`src/rtl/ccm_pkg.sv`:
```
package ccm_pkg;
    parameter int BLK_W     = 128;
    parameter int PN_W      = 48;
    parameter int ADDR_W    = 48;
    parameter int LEN_W     = 16;
    parameter int CNT_W     = 16;
    parameter int MIC_BYTES = 8;

    localparam int NBYTES = BLK_W / 8;
    localparam int NB_W   = $clog2(NBYTES + 1);
    localparam int MIC_W  = MIC_BYTES * 8;
    localparam int TAIL_W = $clog2(NBYTES);

    localparam logic [7:0] B0_FLAGS  = 8'h19;
    localparam logic [7:0] CTR_FLAGS = 8'h01;

    typedef enum logic [2:0] {
        ST_IDLE, ST_MAC_FIRST, ST_MAC_DATA, ST_CTR_DATA, ST_CTR_MIC, ST_DONE
    } ctl_state_t;

    typedef enum logic [1:0] {
        PH_IN, PH_REQ, PH_WAIT, PH_OUT
    } phase_t;

    typedef struct packed {
        logic [7:0]        prio;
        logic [ADDR_W-1:0] addr;
        logic [PN_W-1:0]   pn;
    } nonce_t;

    function automatic logic [NB_W-1:0] tail_bytes(input logic [LEN_W-1:0] len);
        logic [TAIL_W-1:0] rem;
        rem = len[TAIL_W-1:0];
        return (rem == '0) ? NB_W'(NBYTES) : NB_W'(rem);
    endfunction
endpackage

```
`src/rtl/ccm_blkgen.sv`:
```
module ccm_blkgen
    import ccm_pkg::*;
(
    input  nonce_t             nonce,
    input  logic [LEN_W-1:0]   len,
    input  logic [CNT_W-1:0]   ctr,
    input  logic               sel_first,
    output logic [BLK_W-1:0]   blk
);
    always_comb begin
        if (sel_first) blk = {B0_FLAGS, nonce, len};
        else           blk = {CTR_FLAGS, nonce, ctr};
    end
endmodule

```
`src/rtl/ccm_bytemask.sv`:
```
module ccm_bytemask
    import ccm_pkg::*;
(
    input  logic [NB_W-1:0]  nbytes,
    output logic [BLK_W-1:0] mask
);
    for (genvar i = 0; i < NBYTES; i++) begin : g_byte
        localparam logic [NB_W-1:0] IDX = NB_W'(i);
        assign mask[BLK_W-1-8*i -: 8] = (IDX < nbytes) ? 8'hFF : 8'h00;
    end
endmodule

```
`src/rtl/ccm_engine.sv`:
```
module ccm_engine
    import ccm_pkg::*;
(
    input  logic              clk,
    input  logic              rst,
    input  logic              start_valid,
    output logic              start_ready,
    input  logic [PN_W-1:0]   pkt_num,
    input  logic [ADDR_W-1:0] src_addr,
    input  logic [LEN_W-1:0]  pay_len,
    input  logic              in_valid,
    output logic              in_ready,
    input  logic [BLK_W-1:0]  in_data,
    input  logic              in_last,
    output logic              out_valid,
    input  logic              out_ready,
    output logic [BLK_W-1:0]  out_data,
    output logic [NB_W-1:0]   out_bytes,
    output logic              out_last,
    output logic              aes_req_valid,
    input  logic              aes_req_ready,
    output logic [BLK_W-1:0]  aes_req_data,
    input  logic              aes_rsp_valid,
    input  logic [BLK_W-1:0]  aes_rsp_data
);
    ctl_state_t        st_q;
    phase_t            ph_q;
    nonce_t            nonce_q;
    logic [LEN_W-1:0]  len_q;
    logic [CNT_W-1:0]  ctr_q;
    logic [BLK_W-1:0]  mac_q;
    logic [BLK_W-1:0]  blk_q;
    logic              last_q;
    logic [BLK_W-1:0]  obuf_q;
    logic [NB_W-1:0]   obytes_q;

    logic [NB_W-1:0]   tail;
    logic [NB_W-1:0]   in_nb;
    logic [NB_W-1:0]   out_nb;
    logic [BLK_W-1:0]  in_mask;
    logic [BLK_W-1:0]  out_mask;
    logic [BLK_W-1:0]  fmt_blk;
    logic [CNT_W-1:0]  ctr_sel;
    logic              sel_first;

    assign tail      = tail_bytes(len_q);
    assign in_nb     = in_last ? tail : NB_W'(NBYTES);
    assign out_nb    = last_q  ? tail : NB_W'(NBYTES);
    assign sel_first = (st_q == ST_MAC_FIRST);
    assign ctr_sel   = (st_q == ST_CTR_MIC) ? '0 : ctr_q;

    ccm_bytemask u_in_mask  (.nbytes(in_nb),  .mask(in_mask));
    ccm_bytemask u_out_mask (.nbytes(out_nb), .mask(out_mask));

    ccm_blkgen u_blkgen (
        .nonce     (nonce_q),
        .len       (len_q),
        .ctr       (ctr_sel),
        .sel_first (sel_first),
        .blk       (fmt_blk)
    );

    assign start_ready   = (st_q == ST_IDLE);
    assign in_ready      = (st_q == ST_MAC_DATA) && (ph_q == PH_IN);
    assign aes_req_valid = (st_q != ST_IDLE) && (st_q != ST_DONE) && (ph_q == PH_REQ);
    assign out_valid     = (ph_q == PH_OUT);
    assign out_data      = obuf_q;
    assign out_bytes     = obytes_q;
    assign out_last      = (st_q == ST_DONE);

    always_comb begin
        if (st_q == ST_MAC_DATA) aes_req_data = mac_q ^ blk_q;
        else                     aes_req_data = fmt_blk;
    end

    always_ff @(posedge clk) begin
        if (rst) begin
            st_q     <= ST_IDLE;
            ph_q     <= PH_IN;
            nonce_q  <= '0;
            len_q    <= '0;
            ctr_q    <= '0;
            mac_q    <= '0;
            blk_q    <= '0;
            last_q   <= 1'b0;
            obuf_q   <= '0;
            obytes_q <= '0;
        end else if (st_q == ST_IDLE) begin
            if (start_valid) begin
                nonce_q <= '{prio: 8'h00, addr: src_addr, pn: pkt_num};
                len_q   <= pay_len;
                ctr_q   <= CNT_W'(1);
                mac_q   <= '0;
                last_q  <= 1'b0;
                st_q    <= ST_MAC_FIRST;
                ph_q    <= PH_REQ;
            end
        end else begin
            case (ph_q)
                PH_IN: if (in_valid && in_ready) begin
                    blk_q  <= in_data & in_mask;
                    last_q <= in_last;
                    ph_q   <= PH_REQ;
                end
                PH_REQ: if (aes_req_valid && aes_req_ready) begin
                    ph_q <= PH_WAIT;
                end
                PH_WAIT: if (aes_rsp_valid) begin
                    case (st_q)
                        ST_MAC_FIRST: begin
                            mac_q <= aes_rsp_data;
                            if (len_q == '0) begin
                                st_q <= ST_CTR_MIC;
                                ph_q <= PH_REQ;
                            end else begin
                                st_q <= ST_MAC_DATA;
                                ph_q <= PH_IN;
                            end
                        end
                        ST_MAC_DATA: begin
                            mac_q <= aes_rsp_data;
                            st_q  <= ST_CTR_DATA;
                            ph_q  <= PH_REQ;
                        end
                        ST_CTR_DATA: begin
                            obuf_q   <= (blk_q ^ aes_rsp_data) & out_mask;
                            obytes_q <= out_nb;
                            ph_q     <= PH_OUT;
                        end
                        ST_CTR_MIC: begin
                            obuf_q   <= {mac_q[BLK_W-1 -: MIC_W] ^ aes_rsp_data[BLK_W-1 -: MIC_W],
                                         {(BLK_W-MIC_W){1'b0}}};
                            obytes_q <= NB_W'(MIC_BYTES);
                            st_q     <= ST_DONE;
                            ph_q     <= PH_OUT;
                        end
                        default: ;
                    endcase
                end
                PH_OUT: if (out_ready) begin
                    if (st_q == ST_DONE) begin
                        st_q <= ST_IDLE;
                        ph_q <= PH_IN;
                    end else begin
                        ctr_q <= ctr_q + CNT_W'(1);
                        if (last_q) begin
                            st_q <= ST_CTR_MIC;
                            ph_q <= PH_REQ;
                        end else begin
                            st_q <= ST_MAC_DATA;
                            ph_q <= PH_IN;
                        end
                    end
                end
                default: ;
            endcase
        end
    end

    p_req_hold_r8: assert property (@(posedge clk) disable iff (rst)
        (aes_req_valid && !aes_req_ready) |=> (aes_req_valid && $stable(aes_req_data)));

    p_out_hold_r8: assert property (@(posedge clk) disable iff (rst)
        (out_valid && !out_ready) |=> (out_valid && $stable(out_data) && $stable(out_bytes)));

    p_one_outstanding_r3: assert property (@(posedge clk) disable iff (rst)
        aes_rsp_valid |-> !aes_req_valid);

    p_mic_width_r6: assert property (@(posedge clk) disable iff (rst)
        (out_valid && out_last) |-> (out_bytes == NB_W'(MIC_BYTES) && out_data[BLK_W-MIC_W-1:0] == '0));

    p_bytes_range_r5: assert property (@(posedge clk) disable iff (rst)
        out_valid |-> (out_bytes != '0 && out_bytes <= NB_W'(NBYTES)));

    p_first_block_r2: assert property (@(posedge clk) disable iff (rst)
        (start_valid && start_ready) |=>
            (aes_req_valid && aes_req_data[BLK_W-1 -: 8] == B0_FLAGS
             && aes_req_data[LEN_W-1:0] == $past(pay_len)));
endmodule

```
`config.mk`:
```
export PLATFORM = sky130hd
export DESIGN_NAME = ccm_engine
export DESIGN_NICKNAME = d
export VERILOG_FILES = /design/src/rtl/ccm_pkg.sv /design/src/rtl/ccm_blkgen.sv /design/src/rtl/ccm_bytemask.sv /design/src/rtl/ccm_engine.sv
export SDC_FILE = /design/constraint.sdc
export NUM_CORES = 1
export LEC_CHECK = 0
export CAP_MARGIN = 20
export CORE_AREA = 2 2 248 250
export CTS_CLUSTER_SIZE = 20
export DETAILED_ROUTE_END_ITERATION = 8
export DIE_AREA = 0 0 250 252
export PLACE_DENSITY = 0.69
export SETUP_SLACK_MARGIN = 0.05
export SYNTH_ARGS = -nofsm -noshare
export SYNTH_HDL_FRONTEND = slang
export SYNTH_SLANG_ARGS = --single-unit
```
`constraint.sdc`:
```
create_clock -name clk -period 1.9 [get_ports clk]
set_input_delay 0.38 -clock clk [delete_from_list [all_inputs] [get_ports clk]]
set_output_delay 0.38 -clock clk [all_outputs]
set_load 0.05 [all_outputs]
```
==> results by group, run 1 <==
Power and ir drop
  – Final total power: 28.3 mW
  – Peak supply drop: 654 uV
  – Leakage Power: 14.9 nW
  – Pwr/cell area: 682 mW/mm^2

Detailed routing
  – DRC Markers: 0
  – Final wirelength: 112 mm
  – Vias: 26300
  – Routed Antenna Nets: 0
  – WL/cell: 24.7 um
  – Initial DRC Count: 2217
  – Vias/cell: 5.81
  – Drt first pass iters: 6

Placed design
  – Pre-CTS WS: -0.361 ns
  – Placer Congestion: 0.896
  – IO buf count: 641
  – DPL Wire Length: 67.9 mm

Logic synthesis
  – FF+latch count, synth: 523
  – Seq/Total Area, Yosys: 44.9%
  – Async SR Flop Fraction: 0%
  – Netlist cell types: 68
  – Synth Warn #: 0
  – Largest cells by area after synthesis: dfxtp_1 (45%), nand2_1 (9.0%), a21oi_1 (6.8%), a22oi_1 (6.0%), xnor2_1 (4.8%)
  – EDFF count, synth: 0
  – Post-Syn Nets: 3233
  – Cell taking the most area after synthesis: dfxtp_1
  – Post-Synthesis Cells: 2856
  – Yosys top cell area share: 44.9%
  – Dominant synthesized flop cell: dfxtp_1
  – Syn Area/Cell: 8.16 um^2
  – Mapped Area: 0.0233 mm^2

Critical path
  – Buf+Inv Stages, Crit Path: 3
  – Cell with the largest stage delay on the worst path: dfxtp_4
  – Critical path data required time: 1.52 ns
  – Crit path max fanout: 7
  – CP startpoint kind: flip-flop
  – Critical path class: flip-flop to output port
  – CP delay by family, top: buffers and inverters
  – Critical R2R Launch: st_q[0]
  – FF-to-FF setup slack: -0.32 ns
  – Slowest stage delay, CP: 0.36 ns
  – R2R depth: 12
  – CP arrival: 2.12 ns
  – CP Capture Type: output port
  – Reg2reg end: nonce_q[81]
  – Top cell by count, worst path: buf_12
  – Crit path cell chain: buf_12 -> nand2b_4 -> buf_12 -> o22ai_4 -> nor2_2 -> a31oi_2 -> a31oi_4 -> buf_12

Clocking
  – Root buffer cell: clkbuf_16
  – Clk_lat worst skew: 0.61 ns
  – Worst-path clk slew: 0.06 ns
  – Hold buffer count at cts: 0
  – TritonCTS clock tree: done
  – Clock sink total: 523
  – Clk buf depth: 3
  – H-tree levels: 2
  – Inserted Clock Buffers: 56

STA
  – TNS Setup: -141.93 ns
  – Hold Fails Final Rpt: 0
  – Worst slew pin tran: 0.883 ns
  – Tmin final: 2.50 ns
  – Number of setup violations in the final report: 578
  – FMAX: 400 MHz
  – RSZ-0062 raised after global routing: yes
  – Worst setup margin: -0.599 ns
  – WHS: 0.0769 ns
  – Max-slew violations: 0
  – Fin crit share: 132%
  – Clk_skew: 0.0281 ns
  – Slew Limit Headroom: 41.1%

Floorplanning
  – Initial Util: 38.8%
  – Num rows: 90
  – Ports: 642
  – Core Region: 0.0601 mm^2
  – DIE HEIGHT: 252 um
  – Width of the die: 250 um
  – Die Area: 0.0630 mm^2

Final layout
  – Fill count: 4330
  – Sequential Area: 0.0105 mm^2
  – Utilization after layout: 68.9%
  – Area delta synth->final: 77.8%
  – Most frequent cells in the layout: dfxtp_1 (515), nand2_1 (450), clkdlybuf4s50_1 (373)
  – Nets@finish: 4064
  – Commonest non-fill, non-tap cell in the layout: dfxtp_1
  – Multi-input gate area: 0.0154 mm^2
  – Share of cells above drive strength 1: 32.5%

Global routing
  – Global-route wire length before repair: 152 mm
  – Vias in the first global route: 24200
  – Initial antenna violation count: 15
  – All-Layer GR Usage: 31.2%
  – Total gr overflow: 0
  – Largest net degree at the start of global routing: 109

Min path
  – Startpoint of the worst hold path: rst
  – Hold depth: 2
  – Worst Hold Path EP: mac_q[113]
  – Hold Crit Class: input pin to flip-flop

Run status
  – Run status: complete, but fails checks
  – Failing checks: negative setup slack

Run
  – # Max-Cap Violations: 0
-- cells in the mapped netlist, types with 5 or more instances --
master	instances
xor2_1	91
or3_1	9
xnor2_1	127
nor3_1	5
a32o_1	33
a22o_1	9
a31oi_1	8
nand4_1	17
dfxtp_1	523
nand3_1	149
a22oi_1	185
o22ai_1	12
inv_1	5
o21ai_1	8
o221ai_1	45
buf_1	16
a21oi_1	317
a221o_1	25
a21oi_4	8
a21oi_2	9
nor2_1	241
buf_2	69
or2_1	5
nand2_1	562
o21ai_0	134
nor2b_1	6
and2_1	5
mux2i_1	19
clkbuf_1	136
o311ai_1	7
-- kinds of logic (layout without fill, tap and decap cells) --
group	after synthesis	count (layout)	synth area share, %
AOI/OAI and AO/OA	822	822	22.9
and+or+nand+nor	1038	1042	18.9
xor gates and xnor gates	218	218	8.19
muxes	19	19	0.816
adders and majority gates	2	2	0.0966
buffers and inverters	234	1107	4.23
other	0	11	0
DFF	523	523	44.9
-- how the worst max path moves through the flow --
stage	endpoint	from	depth (start not counted)
global placement	out_data[107]	aes_rsp_valid	8
CTS	aes_req_data[84]	st_q[2]	10
floorplan	aes_req_data[30]	st_q[2]	5
detailed placement	out_data[104]	aes_rsp_valid	8
global route	aes_req_data[8]	st_q[1]	8
finish	aes_req_data[8]	st_q[1]	8
-- power by group --
part / switching [mW] / leakage, nW / total, mW / internal [mW]
logic: 2.78 / 9.69 / 5.46 / 2.68
registers: 0.197 / 4.23 / 11.3 / 11.1
clock network: 4.83 / 0.949 / 11.5 / 6.66
total: 7.81 / 14.9 / 28.3 / 20.5
-- area by class of cell --
class                           count  area share, %
Timing Repair Buffer              995           30.5
Tap cell                          782           2.36
Clock buffer                       82           4.05
Multi-Input combinational cell   2103           37.1
Clock inverter                     22          0.555
Antenna cell                       11         0.0664
Inverter                            8          0.103
Sequential cell                   523           25.3
-- repair_timing --
item	CTS	global route
endpoints found under the hold margin	0	0
setup endpoints to repair	681	651
gates resized for setup	442	457
setup buffers	44	51
gates cloned	34	39
pin swaps	60	190
-- metal layers --
metal / part of all wire (%) / GRT usage, % / vias to the layer above / wire length, um
met2: 48 / 52.4 / 1467 / 53500
met4: 5.4 / 13.6 / 10 / 6000
met5: 0.065 / 0 / - / 73
met1: 38 / 38.9 / 12800 / 43000
met3: 8.3 / 6.20 / 345 / 9280
li1: - / - / 11700 / -
-- stage by stage --
stage	area [um^2]	cells
6_report	41500	4526
2_1_floorplan	24400	2856
4_1_cts	38300	4432
3_5_place_dp	33800	4251
3_3_place_gp	33800	4251
5_1_grt	41500	4525
-- flip-flops by register name (all words and copies together) (netlist names), 2 cells and up --
name	count
blk_q	128
mac_q	128
out_data	128
nonce_q	96
ctr_q	16
len_q	16
out_bytes	5
st_q	3
ph_q	2
-- worst reg2reg max path, stage by stage (launching register included) --
cell       delay [ns]
dfxtp_4          0.37
buf_12           0.14
or3_4            0.40
buf_6            0.14
inv_6            0.06
buf_12           0.11
buf_8            0.10
nand2_8          0.07
buf_12           0.20
buf_12           0.15
clkbuf_16        0.17
nand2_1          0.09
a21oi_1          0.07
Note: power is estimated with default switching activity, not from simulation.
==> inputs of run 2 (changes only) <==
--- a/config.mk
+++ b/config.mk
@@ -10,7 +10,7 @@
 export CTS_CLUSTER_SIZE = 20
 export DETAILED_ROUTE_END_ITERATION = 8
 export DIE_AREA = 0 0 250 252
-export PLACE_DENSITY = 0.69
+export PLACE_DENSITY = 0.8
 export SETUP_SLACK_MARGIN = 0.05
 export SYNTH_ARGS = -nofsm -noshare
 export SYNTH_HDL_FRONTEND = slang
==> run 2 against run 1 <==
- clock-buffer cell count shrank 7
- global-route usage shrank 0.60 points
- largest cell class unchanged
- design area shrank 2.3%
- power shrank 3.0%
- clock skew shrank 0.0030 ns
- largest power group is now registers
- critical path depth is the same
- sequential share of layout area grew 0.59 points
- first-iteration DRC count grew 7.4%
- the run still ends with negative setup slack left
- maximum frequency shrank 0.87%
- sequential cell count is the same
- wire length shrank 2.9%
- critical endpoint unchanged
- sequential power is essentially flat
- highest routed layer unchanged
==> results by group, run 2 (synthesis results as in run 1) <==
Power and ir drop
  – Leakage Power: 14.6 nW (-1.8%)
  – Pwr/cell area: 677 mW/mm^2 (-0.75%)
  – Peak supply drop: 723 uV (+11%)
  – Final total power: 27.4 mW (-3.0%)

STA
  – TNS Setup: -131.13 ns (+10.80 ns)
  – FMAX: 397 MHz (-0.87%)
  – Tmin final: 2.52 ns (+0.0220 ns)
  – Worst slew pin tran: 0.982 ns (+0.0985 ns)
  – Max-slew violations: 0 (unchanged)
  – Hold Fails Final Rpt: 0 (unchanged)
  – Worst setup margin: -0.621 ns (-0.0220 ns)
  – Slew Limit Headroom: 34.3% (-6.9 points)
  – WHS: 0.0609 ns (-0.0160 ns)
  – Fin crit share: 133% (+1.2 points)
  – Clk_skew: 0.0251 ns (-0.00300 ns)
  – RSZ-0062 raised after global routing: yes
  – Number of setup violations in the final report: 604 (+4.5%)

Run
  – # Max-Cap Violations: 0 (unchanged)

Floorplanning
  – Num rows: 90 (unchanged)
  – Width of the die: 250 um (unchanged)
  – DIE HEIGHT: 252 um (unchanged)
  – Ports: 642 (unchanged)
  – Core Region: 0.0601 mm^2 (unchanged)
  – Die Area: 0.0630 mm^2 (unchanged)
  – Initial Util: 38.8% (unchanged)

Detailed routing
  – Drt first pass iters: 6 (unchanged)
  – Vias/cell: 5.95 (+2.4%)
  – Vias: 26800 (+1.9%)
  – WL/cell: 24.1 um (-2.4%)
  – DRC Markers: 0 (unchanged)
  – Routed Antenna Nets: 0 (unchanged)
  – Final wirelength: 109 mm (-2.9%)
  – Initial DRC Count: 2380 (+7.4%)

Critical path
  – Critical R2R Launch: st_q[0]
  – CP arrival: 2.14 ns (+0.02 ns)
  – Critical path class: flip-flop to output port
  – Crit. Startpoint: st_q[0]
  – CP startpoint kind: flip-flop
  – Crit path max fanout: 7 (unchanged)
  – Reg2reg end: out_data[100]
  – CP Capture Type: output port
  – FF-to-FF setup slack: -0.39 ns (-0.07 ns)
  – Critical path data required time: 1.52 ns (about the same)
  – R2R depth: 11 (-1)

Run status
  – Failing checks: negative setup slack
  – Run status: complete, but fails checks

Placed design
  – Placer Congestion: 0.916 (+2.2%)
  – DPL Wire Length: 68.0 mm (+0.18%)
  – IO buf count: 641 (unchanged)

Clocking
  – Worst-path clk slew: 0.07 ns (about the same)
  – Clock sink total: 523 (unchanged)
  – Root buffer cell: clkbuf_16
  – H-tree levels: 2 (unchanged)
  – Hold buffer count at cts: 0 (unchanged)
  – Inserted Clock Buffers: 55 (-1.8%)
  – Clk buf depth: 3 (unchanged)
  – TritonCTS clock tree: done
  – Clk_lat worst skew: 0.62 ns (about the same)

Min path
  – Worst Hold Path EP: out_data[115]
  – Hold Crit Class: input pin to flip-flop
  – Hold depth: 2 (unchanged)
  – Startpoint of the worst hold path: rst

Global routing
  – Met2 usage: 51.9% (-0.56 points)
  – Initial antenna violation count: 14 (-1)
  – Largest net degree at the start of global routing: 83 (-24%)
  – Total gr overflow: 0 (unchanged)
  – Met3 Track Usage GR: 6.84% (+0.64 points)
  – All-Layer GR Usage: 30.6% (-0.60 points)
  – GR peak layer: met2
  – Grt met1 use: 35.8% (-3.1 points)
  – Vias in the first global route: 25700 (+5.9%)
  – Global-route wire length before repair: 151 mm (-0.29%)

Final layout
  – Area delta synth->final: 73.7%
  – Share of cells above drive strength 1: 31.5% (-1.0 points)
  – Most frequent cells in the layout: dfxtp_1 (519), nand2_1 (436), clkdlybuf4s50_1 (374)
  – Nets@finish: 4049 (-0.37%)
  – Commonest non-fill, non-tap cell in the layout: dfxtp_1
## run 2: worst max-delay path, stage by stage, from the launching register on
cell      delay (ns)
dfxtp_4         0.44
nand2b_4        0.20
buf_8           0.14
buf_12          0.11
o22ai_4         0.06
nor2_4          0.13
a31oi_4         0.05
a31oi_4         0.23
buf_12          0.17
## run 2: metal layers
metal,routed length (um),part of all wire (%)
met2,52000,48
met3,10300,9.5
met1,39100,36
met5,33,0.030
met4,7200,6.6
## run 2: area by class of cell
| type | instances | area, um^2 |
|---|---|---|
| multi-input combinational | 2100 | 15000 |
| timing repair buffer | 984 | 12100 |
| inverter | 8 | 42.5 |
| clock inverter | 22 | 277 |
| fill | 4065 | 19600 |
| antenna | 11 | 27.5 |
| sequential | 523 | 10500 |
| tap | 782 | 978 |
| clock buffer | 75 | 1570 |
## run 2: stage by stage
stage / cell area (um^2) / worst slack [ns] / instances / utilization, %
after floorplan: 24400 / -0.312 / 2856 / -
after global placement: 34100 / -0.296 / 4280 / 56.7
after detailed placement: 34100 / -0.342 / 4280 / 56.7
after CTS: 38600 / -0.522 / 4453 / 64.2
after global routing: 40500 / -0.661 / 4505 / 67.4
final: 40500 / -0.621 / 4505 / 67.4
## run 2: how the worst max path moves through the flow
stage | end | cells past startpoint
final | aes_req_data[8] | 8
after global placement | out_data[88] | 8
after CTS | aes_req_data[14] | 6
after global routing | aes_req_data[8] | 8
after floorplan | aes_req_data[30] | 5
after detailed placement | out_data[94] | 8
## run 2: report_power, final
| group | switching, mW | total (mW) | internal [mW] |
|---|---|---|---|
| Sequential | 0.163 | 11.3 | 11.1 |
| Combinational | 2.53 | 4.86 | 2.33 |
| Clock | 4.80 | 11.3 | 6.47 |
| Total | 7.49 | 27.4 | 19.9 |
## run 2: repair_timing
| item | in CTS | in global routing |
|---|---|---|
| setup buffers | 53 | 40 |
| endpoints found under the setup margin | 702 | 668 |
| cloned | 23 | 8 |
| pin swaps | 75 | 162 |
| resized for setup | 513 | 305 |
